## src/rtl/spi_dr_pkg.sv

```systemverilog
package spi_dr_pkg;

    typedef enum logic [1:0] {
        ST_IDLE  = 2'd0,
        ST_M_LO  = 2'd1,
        ST_M_HI  = 2'd2,
        ST_S_ACT = 2'd3
    } spi_state_e;

    localparam logic [1:0] ADDR_CTRL = 2'd0;
    localparam logic [1:0] ADDR_STAT = 2'd1;
    localparam logic [1:0] ADDR_DIV  = 2'd2;
    localparam logic [1:0] ADDR_DATA = 2'd3;

    localparam int CTRL_EN_BIT   = 0;
    localparam int CTRL_MST_BIT  = 1;
    localparam int STAT_DONE_BIT = 0;
    localparam int STAT_MODF_BIT = 1;
    localparam int STAT_BUSY_BIT = 2;

endpackage

```

## src/rtl/spi_dr_sync.sv

```systemverilog
module spi_dr_sync #(
    parameter int              W      = 1,
    parameter int              STAGES = 2,
    parameter logic [W-1:0]    RST    = '0
) (
    input  logic         clk,
    input  logic         rst_n,
    input  logic [W-1:0] d,
    output logic [W-1:0] q
);
    logic [W-1:0] stage_q [STAGES];

    for (genvar i = 0; i < STAGES; i++) begin : g_stage
        if (i == 0) begin : g_first
            always_ff @(posedge clk or negedge rst_n) begin
                if (!rst_n) stage_q[i] <= RST;
                else        stage_q[i] <= d;
            end
        end else begin : g_next
            always_ff @(posedge clk or negedge rst_n) begin
                if (!rst_n) stage_q[i] <= RST;
                else        stage_q[i] <= stage_q[i-1];
            end
        end
    end

    assign q = stage_q[STAGES-1];
endmodule

```

## src/rtl/spi_dr_clkdiv.sv

```systemverilog
module spi_dr_clkdiv #(
    parameter int W = 8
) (
    input  logic         clk,
    input  logic         rst_n,
    input  logic         run,
    input  logic [W-1:0] half_m1,
    output logic         tick
);
    logic [W-1:0] cnt_q;

    assign tick = run && (cnt_q == half_m1);

    always_ff @(posedge clk or negedge rst_n) begin
        if (!rst_n)        cnt_q <= '0;
        else if (!run)     cnt_q <= '0;
        else if (tick)     cnt_q <= '0;
        else               cnt_q <= cnt_q + 1'b1;
    end
endmodule

```

## src/rtl/spi_dr_shifter.sv

```systemverilog
module spi_dr_shifter #(
    parameter int W = 8
) (
    input  logic         clk,
    input  logic         rst_n,
    input  logic         load,
    input  logic [W-1:0] load_val,
    input  logic         sample,
    input  logic         sample_bit,
    input  logic         shift,
    output logic         msb,
    output logic         last,
    output logic [W-1:0] word_next
);
    localparam int CW = $clog2(W);

    logic [W-1:0]  sr_q;
    logic          samp_q;
    logic [CW-1:0] cnt_q;

    assign msb       = sr_q[W-1];
    assign last      = (cnt_q == CW'(W-1));
    assign word_next = {sr_q[W-2:0], samp_q};

    always_ff @(posedge clk or negedge rst_n) begin
        if (!rst_n) begin
            sr_q   <= '0;
            samp_q <= 1'b0;
            cnt_q  <= '0;
        end else begin
            if (sample) samp_q <= sample_bit;
            if (load) begin
                sr_q  <= load_val;
                cnt_q <= '0;
            end else if (shift) begin
                sr_q  <= word_next;
                cnt_q <= cnt_q + 1'b1;
            end
        end
    end
endmodule

```

## src/rtl/spi_dual_role.sv

```systemverilog
module spi_dual_role
    import spi_dr_pkg::*;
#(
    parameter int DW          = 8,
    parameter int SYNC_STAGES = 2
) (
    input  logic          clk,
    input  logic          rst_n,
    input  logic          reg_wr,
    input  logic          reg_rd,
    input  logic [1:0]    reg_addr,
    input  logic [DW-1:0] reg_wdata,
    output logic [DW-1:0] reg_rdata,
    input  logic          sck_i,
    output logic          sck_o,
    output logic          sck_oe,
    input  logic          mosi_i,
    output logic          mosi_o,
    output logic          mosi_oe,
    input  logic          miso_i,
    output logic          miso_o,
    output logic          miso_oe,
    input  logic          ss_n_i
);
    localparam int PADW = DW - 3;

    spi_state_e state_q, state_d;

    logic          en_q, mst_q, fault_q, arm_q, done_q;
    logic [DW-1:0] tx_q, rx_q, div_q;

    // synchronized select, clock and data from the pins
    logic [2:0] pins_s;
    logic       ss_s, sck_s, mosi_s, sck_d_q;

    spi_dr_sync #(.W(3), .STAGES(SYNC_STAGES), .RST(3'b100)) i_sync (
        .clk   (clk),
        .rst_n (rst_n),
        .d     ({ss_n_i, sck_i, mosi_i}),
        .q     (pins_s)
    );
    assign {ss_s, sck_s, mosi_s} = pins_s;

    always_ff @(posedge clk or negedge rst_n) begin
        if (!rst_n) sck_d_q <= 1'b0;
        else        sck_d_q <= sck_s;
    end

    logic s_rise, s_fall;
    assign s_rise = sck_s && !sck_d_q;
    assign s_fall = !sck_s && sck_d_q;

    // register port decode
    logic wr_ctrl, wr_div, wr_data, rd_stat, rd_data;
    assign wr_ctrl = reg_wr && (reg_addr == ADDR_CTRL);
    assign wr_div  = reg_wr && (reg_addr == ADDR_DIV);
    assign wr_data = reg_wr && (reg_addr == ADDR_DATA);
    assign rd_stat = reg_rd && (reg_addr == ADDR_STAT);
    assign rd_data = reg_rd && (reg_addr == ADDR_DATA);

    logic fault_now, abort;
    assign fault_now = en_q && mst_q && !ss_s;
    assign abort     = !en_q || !mst_q || fault_q || fault_now;

    // divider and shifter
    logic tick, run;
    assign run = (state_q == ST_M_LO) || (state_q == ST_M_HI);

    spi_dr_clkdiv #(.W(DW)) i_div (
        .clk     (clk),
        .rst_n   (rst_n),
        .run     (run),
        .half_m1 (div_q),
        .tick    (tick)
    );

    logic          sh_load, sh_sample, sh_bit, sh_shift, sh_msb, sh_last;
    logic [DW-1:0] sh_load_val, sh_next;

    spi_dr_shifter #(.W(DW)) i_shift (
        .clk        (clk),
        .rst_n      (rst_n),
        .load       (sh_load),
        .load_val   (sh_load_val),
        .sample     (sh_sample),
        .sample_bit (sh_bit),
        .shift      (sh_shift),
        .msb        (sh_msb),
        .last       (sh_last),
        .word_next  (sh_next)
    );

    // state register
    always_ff @(posedge clk or negedge rst_n) begin
        if (!rst_n) state_q <= ST_IDLE;
        else        state_q <= state_d;
    end

    // next state
    always_comb begin
        state_d = state_q;
        unique case (state_q)
            ST_IDLE: begin
                if (wr_data && en_q && mst_q && !fault_q && !fault_now)
                    state_d = ST_M_LO;
                else if (en_q && !mst_q && !ss_s)
                    state_d = ST_S_ACT;
            end
            ST_M_LO: begin
                if (abort)     state_d = ST_IDLE;
                else if (tick) state_d = ST_M_HI;
            end
            ST_M_HI: begin
                if (abort)     state_d = ST_IDLE;
                else if (tick) state_d = sh_last ? ST_IDLE : ST_M_LO;
            end
            ST_S_ACT: begin
                if (!en_q || mst_q || ss_s) state_d = ST_IDLE;
            end
            default: state_d = ST_IDLE;
        endcase
    end

    // datapath controls
    logic s_stay, complete;
    assign s_stay = en_q && !mst_q && !ss_s;

    always_comb begin
        sh_load     = (state_q == ST_IDLE);
        sh_load_val = wr_data ? reg_wdata : tx_q;
        sh_sample   = 1'b0;
        sh_bit      = 1'b0;
        sh_shift    = 1'b0;
        unique case (state_q)
            ST_M_LO: begin
                sh_sample = tick && !abort;
                sh_bit    = miso_i;
            end
            ST_M_HI: begin
                sh_shift = tick && !abort;
            end
            ST_S_ACT: begin
                sh_sample = s_rise && s_stay;
                sh_bit    = mosi_s;
                sh_shift  = s_fall && s_stay;
            end
            default: ;
        endcase
    end
    assign complete = sh_shift && sh_last;

    // outputs
    always_comb begin
        sck_o   = (state_q == ST_M_HI);
        sck_oe  = en_q && mst_q && !fault_q;
        mosi_oe = en_q && mst_q && !fault_q;
        mosi_o  = sh_msb;
        miso_oe = en_q && !mst_q && !ss_n_i;
        miso_o  = sh_msb;
    end

    // software-visible registers
    always_ff @(posedge clk or negedge rst_n) begin
        if (!rst_n) begin
            en_q    <= 1'b0;
            mst_q   <= 1'b0;
            fault_q <= 1'b0;
            arm_q   <= 1'b0;
            done_q  <= 1'b0;
            tx_q    <= '0;
            rx_q    <= '0;
            div_q   <= '0;
        end else begin
            if (wr_ctrl) begin
                en_q  <= reg_wdata[CTRL_EN_BIT];
                mst_q <= reg_wdata[CTRL_MST_BIT];
            end
            if (wr_div)  div_q <= reg_wdata;
            if (wr_data) tx_q  <= reg_wdata;

            if (fault_now) begin
                fault_q <= 1'b1;
            end else if (wr_ctrl && arm_q) begin
                fault_q <= 1'b0;
                arm_q   <= 1'b0;
            end else if (rd_stat && fault_q) begin
                arm_q <= 1'b1;
            end

            if (complete) begin
                done_q <= 1'b1;
                rx_q   <= sh_next;
            end else if (rd_data) begin
                done_q <= 1'b0;
            end
        end
    end

    always_comb begin
        unique case (reg_addr)
            ADDR_CTRL: reg_rdata = {{(DW-2){1'b0}}, mst_q, en_q};
            ADDR_STAT: reg_rdata = {{PADW{1'b0}}, (state_q != ST_IDLE), fault_q, done_q};
            ADDR_DIV:  reg_rdata = div_q;
            default:   reg_rdata = rx_q;
        endcase
    end
endmodule

```

## config.mk

```make
export PLATFORM = sky130hd
export DESIGN_NAME = spi_dual_role
export DESIGN_NICKNAME = d
export VERILOG_FILES = /design/src/rtl/spi_dr_pkg.sv /design/src/rtl/spi_dr_sync.sv /design/src/rtl/spi_dr_clkdiv.sv /design/src/rtl/spi_dr_shifter.sv /design/src/rtl/spi_dual_role.sv
export SDC_FILE = /design/constraint.sdc
export NUM_CORES = 1
export LEC_CHECK = 0
export ABC_CLOCK_PERIOD_IN_PS = 3300
export CAP_MARGIN = 10
export CORE_MARGIN = 2
export CORE_UTILIZATION = 60
export DETAILED_ROUTE_END_ITERATION = 6
export DONT_BUFFER_PORTS = 1
export PLACE_DENSITY = 0.87
export SYNTH_ARGS = -nofsm -noshare
export SYNTH_HDL_FRONTEND = slang
export SYNTH_SLANG_ARGS = --single-unit
```

## constraint.sdc

```tcl
create_clock -name clk -period 3.3 [get_ports clk]
set_input_delay 0.66 -clock clk [delete_from_list [all_inputs] [get_ports clk]]
set_output_delay 0.66 -clock clk [all_outputs]
set_load 0.01 [all_outputs]
```

# ---- Yosys cells after proc, flatten, opt, wreduce, memory -nomap -nowiden
# Index checks and enable logic that the tools add are counted.
dict set report classes {
  n_addsub 2
  n_eq_ne 12
  n_mux 26
  bitwise_logic 1
  n_reduce_logical 48
}
# cell n
set op_table {}
lappend op_table {{$mux W8} 5}
lappend op_table {{$logic_and A1 B1 Y1} 24}
lappend op_table {{$pmux W8 S3} 1}
lappend op_table {{$mux W2} 7}
lappend op_table {{$reduce_bool A2 Y1} 5}
lappend op_table {{$logic_not A1 Y1} 9}
lappend op_table {{$add A8 B1 Y8 const B} 1}
lappend op_table {{$eq A2 B2 Y1 const B} 4}
lappend op_table {{$eq A8 B8 Y1} 1}
lappend op_table {{$pmux W2 S4} 1}
lappend op_table {{$mux W1} 7}
lappend op_table {{$logic_or A1 B1 Y1} 6}
lappend op_table {{$mux W3} 2}
lappend op_table {{$ne A3 B3 Y1 const B} 2}
lappend op_table {{$pmux W1 S2} 3}
lappend op_table {{$eq A2 B1 Y1 const B} 2}
lappend op_table {{$logic_not A2 Y1} 2}
lappend op_table {{$reduce_and A4 Y1} 1}
lappend op_table {{$add A3 B1 Y3 const B} 1}
lappend op_table {{$eq A3 B3 Y1 const B} 1}
lappend op_table {{$ne A3 B1 Y1 const B} 1}
lappend op_table {{$ne A2 B2 Y1 const B} 1}
lappend op_table {{$reduce_and A2 Y1} 1}
lappend op_table {{$not A1 Y1} 1}
dict set report totals {
  ff_bits 58
  inputBits 18
  output_inout_bits 14
  wordCells 105
}

# ---- Logic depth before layout (Yosys ltp)
# Gate-level depths: netlist of the first run.
dict set report depth {
  depth_word 9
  ltp_mapped 8
  ltp_nobuf 7
}

# ---- Cells and area by module
# Synthesis of the first run repeated with hierarchy kept, for this count alone.
dict set report unflattened {
  cells_unflattened 229
  hier_area_um2 2877.8
}
# mod instances cells_per_inst area_per_inst_um2 seq_area_each_um2
set modules_own_cells {}
lappend modules_own_cells {spi_dual_role 1 124 1652.8 800.8}
lappend modules_own_cells {spi_dr_shifter 1 49 558.0 300.3}
lappend modules_own_cells {spi_dr_clkdiv 1 47 491.7 200.2}
lappend modules_own_cells {spi_dr_sync 1 9 175.2 152.6}

# ---- Worst setup path after synthesis of the first run
# Ideal clock, no wire load.
dict set report synth_timing {
  path_kind {input port to output port}
  from {input reg_addr[0]}
  to {output reg_rdata[0]}
  t_arrival_ns 1.646
  required_ns 2.640
  path_slack_ns 0.994
  cell_stages 2
  path_buffers 1
  path_cell_list {buf_1 -> mux4_2}
}
dict set report synth_between {
  elab_chain_cells 2
  elab_cells_between_ends 4
  cone_classes {eq/ne (2); mux (1); reduce/logical (1)}
}
# item line
set synth_lines {}
lappend synth_lines {{start, declared} spi_dual_role.sv:11} ;# input logic [1:0] reg_addr,
lappend synth_lines {{$eq A2 B2 Y1 (tied with other cells)} spi_dual_role.sv:200} ;# unique case (reg_addr)
lappend synth_lines {{$pmux W8 S3 (*)} spi_dual_role.sv:200}
lappend synth_lines {{end, declared} spi_dual_role.sv:13} ;# output logic [DW-1:0] reg_rdata,
# Every way passes the cells marked *; elsewhere a longest branch is shown, timed or not.

# ---- Worst setup path after layout of the first run
dict set report layout_timing {
  from {register state_q[0]}
  to {register rx_q[3]}
}
dict set report layout_between {
  elab_chain_cells 6
  elab_cells_between_ends 8
  cone_classes {eq/ne (3); mux (1); reduce/logical (4)}
}
# item line
set layout_lines {}
lappend layout_lines {{start, declared} spi_dual_role.sv:27} ;# spi_state_e state_q, state_d;
lappend layout_lines {{start signal, assigned} spi_dual_role.sv:96} ;# else state_q <= state_d;
lappend layout_lines {{$eq A2 B1 Y1 or $eq A2 B2 Y1 (tied branches)} {spi_dual_role.sv:67, spi_dual_role.sv:134}}
lappend layout_lines {{$logic_or A1 B1 Y1} spi_dual_role.sv:67} ;# assign run = (state_q == ST_M_LO) || (state_q == ST_M_HI);
lappend layout_lines {{$logic_and A1 B1 Y1} spi_dr_clkdiv.sv:12} ;# assign tick = run && (cnt_q == half_m1);
lappend layout_lines {{$logic_and A1 B1 Y1} spi_dual_role.sv:140} ;# sh_shift = tick && !abort;
lappend layout_lines {{$pmux W1 S2 (*)} spi_dual_role.sv:134} ;# unique case (state_q)
lappend layout_lines {{$logic_and A1 B1 Y1 (*)} spi_dual_role.sv:150} ;# assign complete = sh_shift && sh_last;
lappend layout_lines {{end signal, assigned} spi_dual_role.sv:192} ;# rx_q <= sh_next;
lappend layout_lines {{end, declared} spi_dual_role.sv:30} ;# logic [DW-1:0] tx_q, rx_q, div_q;
# Marks and branches as above.
# A chain may end at the register's enable or synchronous reset.

==> out/summary.txt, run 1 <==
first-pass GRT wire length: 10.10 mm
vias per cell: 6.311
flops & latches, synth: 58
commonest non-fill, non-tap cell in the layout: dfrtp_1
remaining antenna violation count after routing: 0
CTS clk-pin slew, worst paths: 0.07 ns
critical path class: flip-flop to flip-flop
core area: 4444 sq um
Power Density: 718.2 nW/um^2
status: finished, final reports clean
R2R Setup Slk: 0.89 ns
die area: 5261 sq um
reg2reg end: rx_q[3]$_DFFE_PN0P_
area grow syn2layout: 9.991%
Syn. warnings: 0
GPL Wtd Cong: 0.8934
LEAKAGE: 1.407 nW
global-route total usage across every layer: 26.42%
ys async rst share: 100.0%
netlist area before placement: 2818 sq um
Hold Vio Cnt, Final: 0
I/O pin cnt: 32
placed cell count: 286
Max H-tree Level: 3
Post-Syn Nets: 268
ant diodes: 0
Worst-Margin Slew: 0.6250 ns
Syn Inst Count: 243
vias in the first global route: 1964
initial antenna violation count: 0
CTS Buffer Depth: 2
Max-Cap Viols: 0
worst r2r path cells: 5
Worst Setup End Kind: flip-flop
period utilization: 73.10%
clk root buf: clkbuf_8
most frequent cells in the layout: dfrtp_1, nor2_1, mux2_2, o21ai_0, clkbuf_8
CP Data Required Time: 3.53 ns
die height: 72.53 um
crit path DAT: 2.64 ns
Finish-stage setup viols: 0
clock period minus worst slack: 2.412 ns
DR pass1 iterations: 4
final std cells w/o fill: 305
post-CTS sizing: 0
maximum VDD drop: 0.3776 mV
Max Slew Vio Count: 0
DR vias: 1925
setup_tns: 0 ns
crit-path max FO: 11
worst relative slew slack: 58.28%
dpl hpwl: 4.090 mm
Synth cell types: 44
DR DRC count: 0
Worst Setup EP: rx_q[3]$_DFFE_PN0P_
clk sinks: 58
PortBufs: 0
CTS tree: done
FMAX: 0.4145 GHz
largest net degree at the start of global routing: 45
Worst R2R Start: state_q[0]$_DFFE_PN0P_
total routed wirelength: 6.136 mm
fraction of layout cells with a size suffix above 1: 20.95%
WL/cell: 20.12 um
die width: 72.53 um
Worst setup SP type: flip-flop
Num CTS Buffers: 9
Hold Path Class: input pin to async pin
number of synthesized flops with an enable pin: 0
worst-skew pair later-pin latency: 0.34 ns
RSZ-0062 raised after global routing: false
sequential-to-total area share from yosys stat: 51.60%
post-synthesis area per instance: 11.60 sq um
starting density of the core: 63.40%
worst clock skew: 0.007252 ns
Post-synth top flop: dfrtp_1
final-stage net count: 273
number of DRC markers in iteration 0: 141
Rows: 24
worst setup path startpoint: state_q[0]$_DFFE_PN0P_
total congestion overflow: 0
kinds of logic (layout without fill, tap and decap cells):
logic type / after synthesis / count (layout) / share of synthesized area [%]
AOI/OAI and AO/OA: 44 / 44 / 9.458
xor gates and xnor gates: 12 / 12 / 3.730
adders and majority gates: 7 / 7 / 3.108
buffers and inverters: 18 / 28 / 2.930
DFF: 58 / 58 / 51.60
muxes: 36 / 36 / 15.94
and+or+nand+nor: 68 / 68 / 13.23
cell usage after synthesis, drive strengths merged, types with 2 or more instances:
| cell type | n | area, sq um |
|---|---|---|
| buf | 4 | 30.02 |
| nor3b | 3 | 22.52 |
| o21ai | 14 | 70.06 |
| nor3 | 3 | 15.01 |
| and3 | 4 | 25.02 |
| a31oi | 10 | 62.56 |
| nand3b | 2 | 15.01 |
| ha | 7 | 87.58 |
| clkbuf | 6 | 22.52 |
| xor2 | 7 | 61.31 |
| mux2i | 7 | 70.07 |
| nand2b | 2 | 12.51 |
| mux4 | 2 | 45.04 |
| nor2 | 20 | 75.07 |
| mux2 | 27 | 334.1 |
| nand3 | 8 | 40.04 |
| a21oi | 11 | 55.05 |
| nor2b | 6 | 37.54 |
| a21o | 2 | 15.01 |
| xnor2 | 5 | 43.79 |
| inv | 8 | 30.03 |
| dfrtp | 56 | 1401 |
| a22o | 2 | 17.52 |
| dfstp | 2 | 52.55 |
| nand2 | 10 | 37.54 |
final cells by class:
class	count	area [sq um]
well taps	52	65.06
clock inverters	4	48.80
multi-input cells	167	1281
clock buffers	12	165.2
inverters	8	30.03
flip-flops and latches	58	1454
fillers	331	1345
repair buffers	4	55.05
metrics by stage:
step	worst slack (ns)	cell area [sq um]	power, mW	hold slack [ns]	util, %
6_report	0.8876	3099	2.226	0.1570	69.74
5_1_grt	0.8145	3099	2.361	0.1388	69.74
4_1_cts	0.9203	3089	2.236	0.002626	69.51
3_5_place_dp	0.9462	2838	1.522	0.3405	63.85
3_3_place_gp	1.070	2838	1.489	0.3361	63.85
2_1_floorplan	0.9937	2818	1.387	0.3312	-
power by group:
group / switching, mW / total, mW / internal [mW]
Combinational: 0.309 / 0.545 / 0.236
Clock: 0.283 / 0.692 / 0.409
Sequential: 0.136 / 0.989 / 0.853
Total: 0.728 / 2.23 / 1.50
registers in the layout, indices dropped and copies added, names as in the netlist:
| register | cells |
|---|---|
| rx_q | 8 |
| div_q | 8 |
| i_sync.stage_q | 3 |
| i_div.cnt_q | 8 |
| i_shift.samp_q | 1 |
| arm_q | 1 |
| done_q | 1 |
| i_sync.q | 3 |
| tx_q | 8 |
| mst_q | 1 |
| i_shift.cnt_q | 3 |
| fault_q | 1 |
| en_q | 1 |
| sck_d_q | 1 |
| state_q | 2 |
| i_shift.sr_q | 8 |
worst min-delay path by stage:
stage                                      startpoint  slack (ns)                           to
final                                           rst_n        0.16  i_sync.stage_q[3]$_DFF_PN0_
after global routing                            rst_n        0.14  i_sync.stage_q[5]$_DFF_PN1_
after CTS                                       rst_n       0.003        i_sync.q[0]$_DFF_PN0_
after detailed placement  i_sync.stage_q[4]$_DFF_PN0_        0.34        i_sync.q[1]$_DFF_PN0_
after global placement    i_sync.stage_q[3]$_DFF_PN0_        0.34        i_sync.q[0]$_DFF_PN0_
after floorplan           i_sync.stage_q[3]$_DFF_PN0_        0.33        i_sync.q[0]$_DFF_PN0_
metal layers:
layer,part of all wire [%],track usage [%]
met1,42,35.14
met2,50,40.91
met3,6.7,9.722
met4,1.4,7.819
met5,0,0
worst max-delay path, cell delays in order, from the launching register on:
cell	delay [ns]
dfrtp_1	0.41
ha_1	0.23
and4bb_2	0.25
nand3b_1	0.39
o32a_1	0.65
mux2_4	0.36
timing repair:
action | CTS | global route
buffers inserted | 0 | 0
hold buffers | 2 | 1
endpoints found under the hold margin | 44 | 2
(Power assumes the default switching activity.)
==> inputs of run 2 (changes only) <==
--- a/config.mk
+++ b/config.mk
@@ -5,13 +5,13 @@
 export SDC_FILE = /design/constraint.sdc
 export NUM_CORES = 1
 export LEC_CHECK = 0
-export ABC_CLOCK_PERIOD_IN_PS = 3300
+export ABC_CLOCK_PERIOD_IN_PS = 2100
 export CAP_MARGIN = 10
 export CORE_MARGIN = 2
-export CORE_UTILIZATION = 60
+export CORE_UTILIZATION = 56
 export DETAILED_ROUTE_END_ITERATION = 6
 export DONT_BUFFER_PORTS = 1
-export PLACE_DENSITY = 0.87
+export PLACE_DENSITY = 0.85
 export SYNTH_ARGS = -nofsm -noshare
 export SYNTH_HDL_FRONTEND = slang
 export SYNTH_SLANG_ARGS = --single-unit
==> constraint.sdc (replaced) <==
create_clock -name clk -period 2.1 [get_ports clk]
set_input_delay 0.42 -clock clk [delete_from_list [all_inputs] [get_ports clk]]
set_output_delay 0.42 -clock clk [all_outputs]
set_load 0.01 [all_outputs]
==> out/summary.txt, run 2 (synthesized netlist as in run 1, its figures left out) <==
starting density of the core: 58.88% (-4.5 points)
status: finished, final reports clean
PortBufs: 0 (unchanged)
number of DRC markers in iteration 0: 120 (-15%)
clock power share: 31.4% (+0.3 points)
CTS clk-pin slew, worst paths: 0.06 ns (about the same)
die area: 5615 sq um (+6.7%)
remaining antenna violation count after routing: 0 (unchanged)
internal cell power: 2.462 mW (+64%)
first-pass GRT wire length: 9.425 mm (-6.7%)
Switching Power: 1.127 mW (+55%)
Rows: 25 (+4.2%)
DR vias: 1904 (-1.1%)
maximum VDD drop: 0.5521 mV (+46%)
switching portion of total power: 31.40% (-1.3 points)
Max H-tree Level: 3 (unchanged)
Worst Setup End Kind: flip-flop
clock period minus worst slack: 2.029 ns (-0.3833 ns)
CTS Buffer Depth: 2 (unchanged)
clk sinks: 58 (unchanged)
Bufs and invs on worst path: 0 (unchanged)
Setup Buffers After CTS: 0 (unchanged)
DR pass1 iterations: 4 (unchanged)
register share of total power: 42.9% (-1.5 points)
I/O pin cnt: 32 (unchanged)
Hold Path Class: input pin to flip-flop
crit path DAT: 2.26 ns (-0.38 ns)
Worst-Margin Slew: 0.4628 ns (-0.1622 ns)
CP Data Required Time: 2.33 ns (-1.20 ns)
Design Power: 3.589 mW (+61%)
final-layout fill cell count: 370 (+12%)
commonest non-fill, non-tap cell in the layout: dfrtp_1
post-route cell area: 3183 sq um (+2.7%)
Max-Cap Viols: 0 (unchanged)
worst-skew pair later-pin latency: 0.34 ns (about the same)
period utilization: 96.62% (+24 points)
ant diodes: 0 (unchanged)
vias in the first global route: 1957 (-0.36%)
total congestion overflow: 0 (unchanged)
final-stage net count: 279 (+2.2%)
slowest stage delay, CP: 0.47 ns (-0.18 ns)
critical path class: flip-flop to flip-flop
die height: 74.94 um (+3.3%)
slowest stage cell, crit path: o32a_4
fraction of layout cells with a size suffix above 1: 23.64% (+2.7 points)
core area: 4786 sq um (+7.7%)
Max Slew Vio Count: 0 (unchanged)
worst clock skew: 0.008316 ns (+0.001064 ns)
worst relative slew slack: 69.15% (+11 points)
Power Density: 1128 nW/um^2 (+57%)
crit-path cells: xor2_1 > nor3_1 > nand2_1 > o32a_4 > mux2_4
clk root buf: clkbuf_8
CTS tree: done
crit-path max FO: 9 (-2)
die width: 74.94 um (+3.3%)
Finish-stage setup viols: 0 (unchanged)
placed instance area: 2909 sq um (+2.5%)
total routed wirelength: 5.905 mm (-3.8%)
Hold Vio Cnt, Final: 0 (unchanged)
vias per cell: 5.858 (-7.2%)
LEAKAGE: 1.440 nW (+2.3%)
Comb pwr share: 25.7% (+1.2 points)
initial antenna violation count: 0 (unchanged)
Worst setup SP type: flip-flop
largest net degree at the start of global routing: 59 (+31%)
global-route total usage across every layer: 23.49% (-2.9 points)
most frequent cells in the layout: dfrtp_1, nor2_1, mux2_2, clkbuf_8, o21ai_0
CP delay by family, top: simple AND/OR/NAND/NOR gates
dpl hpwl: 4.076 mm (-0.34%)
Num CTS Buffers: 9 (unchanged)
DR DRC count: 0 (unchanged)
FMAX: 0.4928 GHz (+19%)
GPL Wtd Cong: 1.019 (+14%)
WL/cell: 18.17 um (-9.7%)
area grow syn2layout: 12.97%
WHS: 0.07961 ns (-0.07741 ns)
-- run 2: power by group through the flow --
stage / Sequential, mW / Combinational [mW] / Clock, mW
floorplan: 1.49 / 0.690 / 0
global placement: 1.54 / 0.855 / 0
detailed placement: 1.56 / 0.876 / 0
CTS: 1.54 / 0.915 / 1.15
global route: 1.57 / 1.03 / 1.19
finish: 1.54 / 0.923 / 1.13
-- run 2: cell type report --
cell class	count	area (sq um)	share of cell area [%]
clock buffers	14	192.7	6.053
clock inverters	1	30.03	0.9434
inverters	8	30.03	0.9434
multi-input cells	167	1295	40.68
flip-flops and latches	58	1454	45.68
well taps	67	83.83	2.634
repair buffers	10	97.59	3.066
-- run 2: path summary, 6_finish.rpt --
| check | to | startpoint | slack [ns] | depth (start not counted) |
|---|---|---|---|---|
| min in group asynchronous | i_div.cnt_q[0]$_DFF_PN0_ | rst_n | 0.60 | 2 |
| max reg2reg | rx_q[4]$_DFFE_PN0P_ | div_q[1]$_DFFE_PN0P_ | 0.07 | 5 |
| min reg2reg | i_sync.q[1]$_DFF_PN0_ | i_sync.stage_q[4]$_DFF_PN0_ | 0.35 | 0 |
| max in group asynchronous | i_sync.q[2]$_DFF_PN1_ | rst_n | 1.22 | 2 |
| min | i_sync.stage_q[5]$_DFF_PN1_ | ss_n_i | 0.08 | 0 |
| max | rx_q[4]$_DFFE_PN0P_ | div_q[1]$_DFFE_PN0P_ | 0.07 | 5 |
-- run 2: what timing repair did --
| item | in CTS | in global routing |
|---|---|---|
| gates resized for setup | 1 | 2 |
| pin swaps | 0 | 0 |
| hold buffers | 2 | 0 |
| endpoints found under the setup margin | 8 | 16 |
| hold endpoints to repair | 58 | 0 |
-- run 2: worst register-to-register path: cells and delay by family, from the launching register on --
kind	cells	cell delay [ns]
AOI/OAI and AO/OA	1	0.47
muxes	1	0.33
xor gates and xnor gates	1	0.19
DFF	1	0.42
and+or+nand+nor	2	0.51
-- run 2: routing by layer --
layer  up-vias  wire length (um)  GRT usage (%)
li1        885                 -              -
met1       939              2421          29.06
met2        71              2874          36.45
met3         9               529          10.44
met4         0                80          8.929
met5         -                 0              0
-- run 2: through the flow --
| step | worst slack [ns] | utilization, % | cells | setup TNS (ns) |
|---|---|---|---|---|
| after floorplan | 0.2099 | - | 243 | 0 |
| after global placement | 0.04029 | 60.78 | 308 | 0 |
| after detailed placement | 0.0008846 | 60.78 | 308 | 0 |
| after CTS | 0.05095 | 66.25 | 325 | 0 |
| after global routing | -0.01690 | 66.51 | 325 | -0.07035 |
| final | 0.07089 | 66.51 | 325 | 0 |
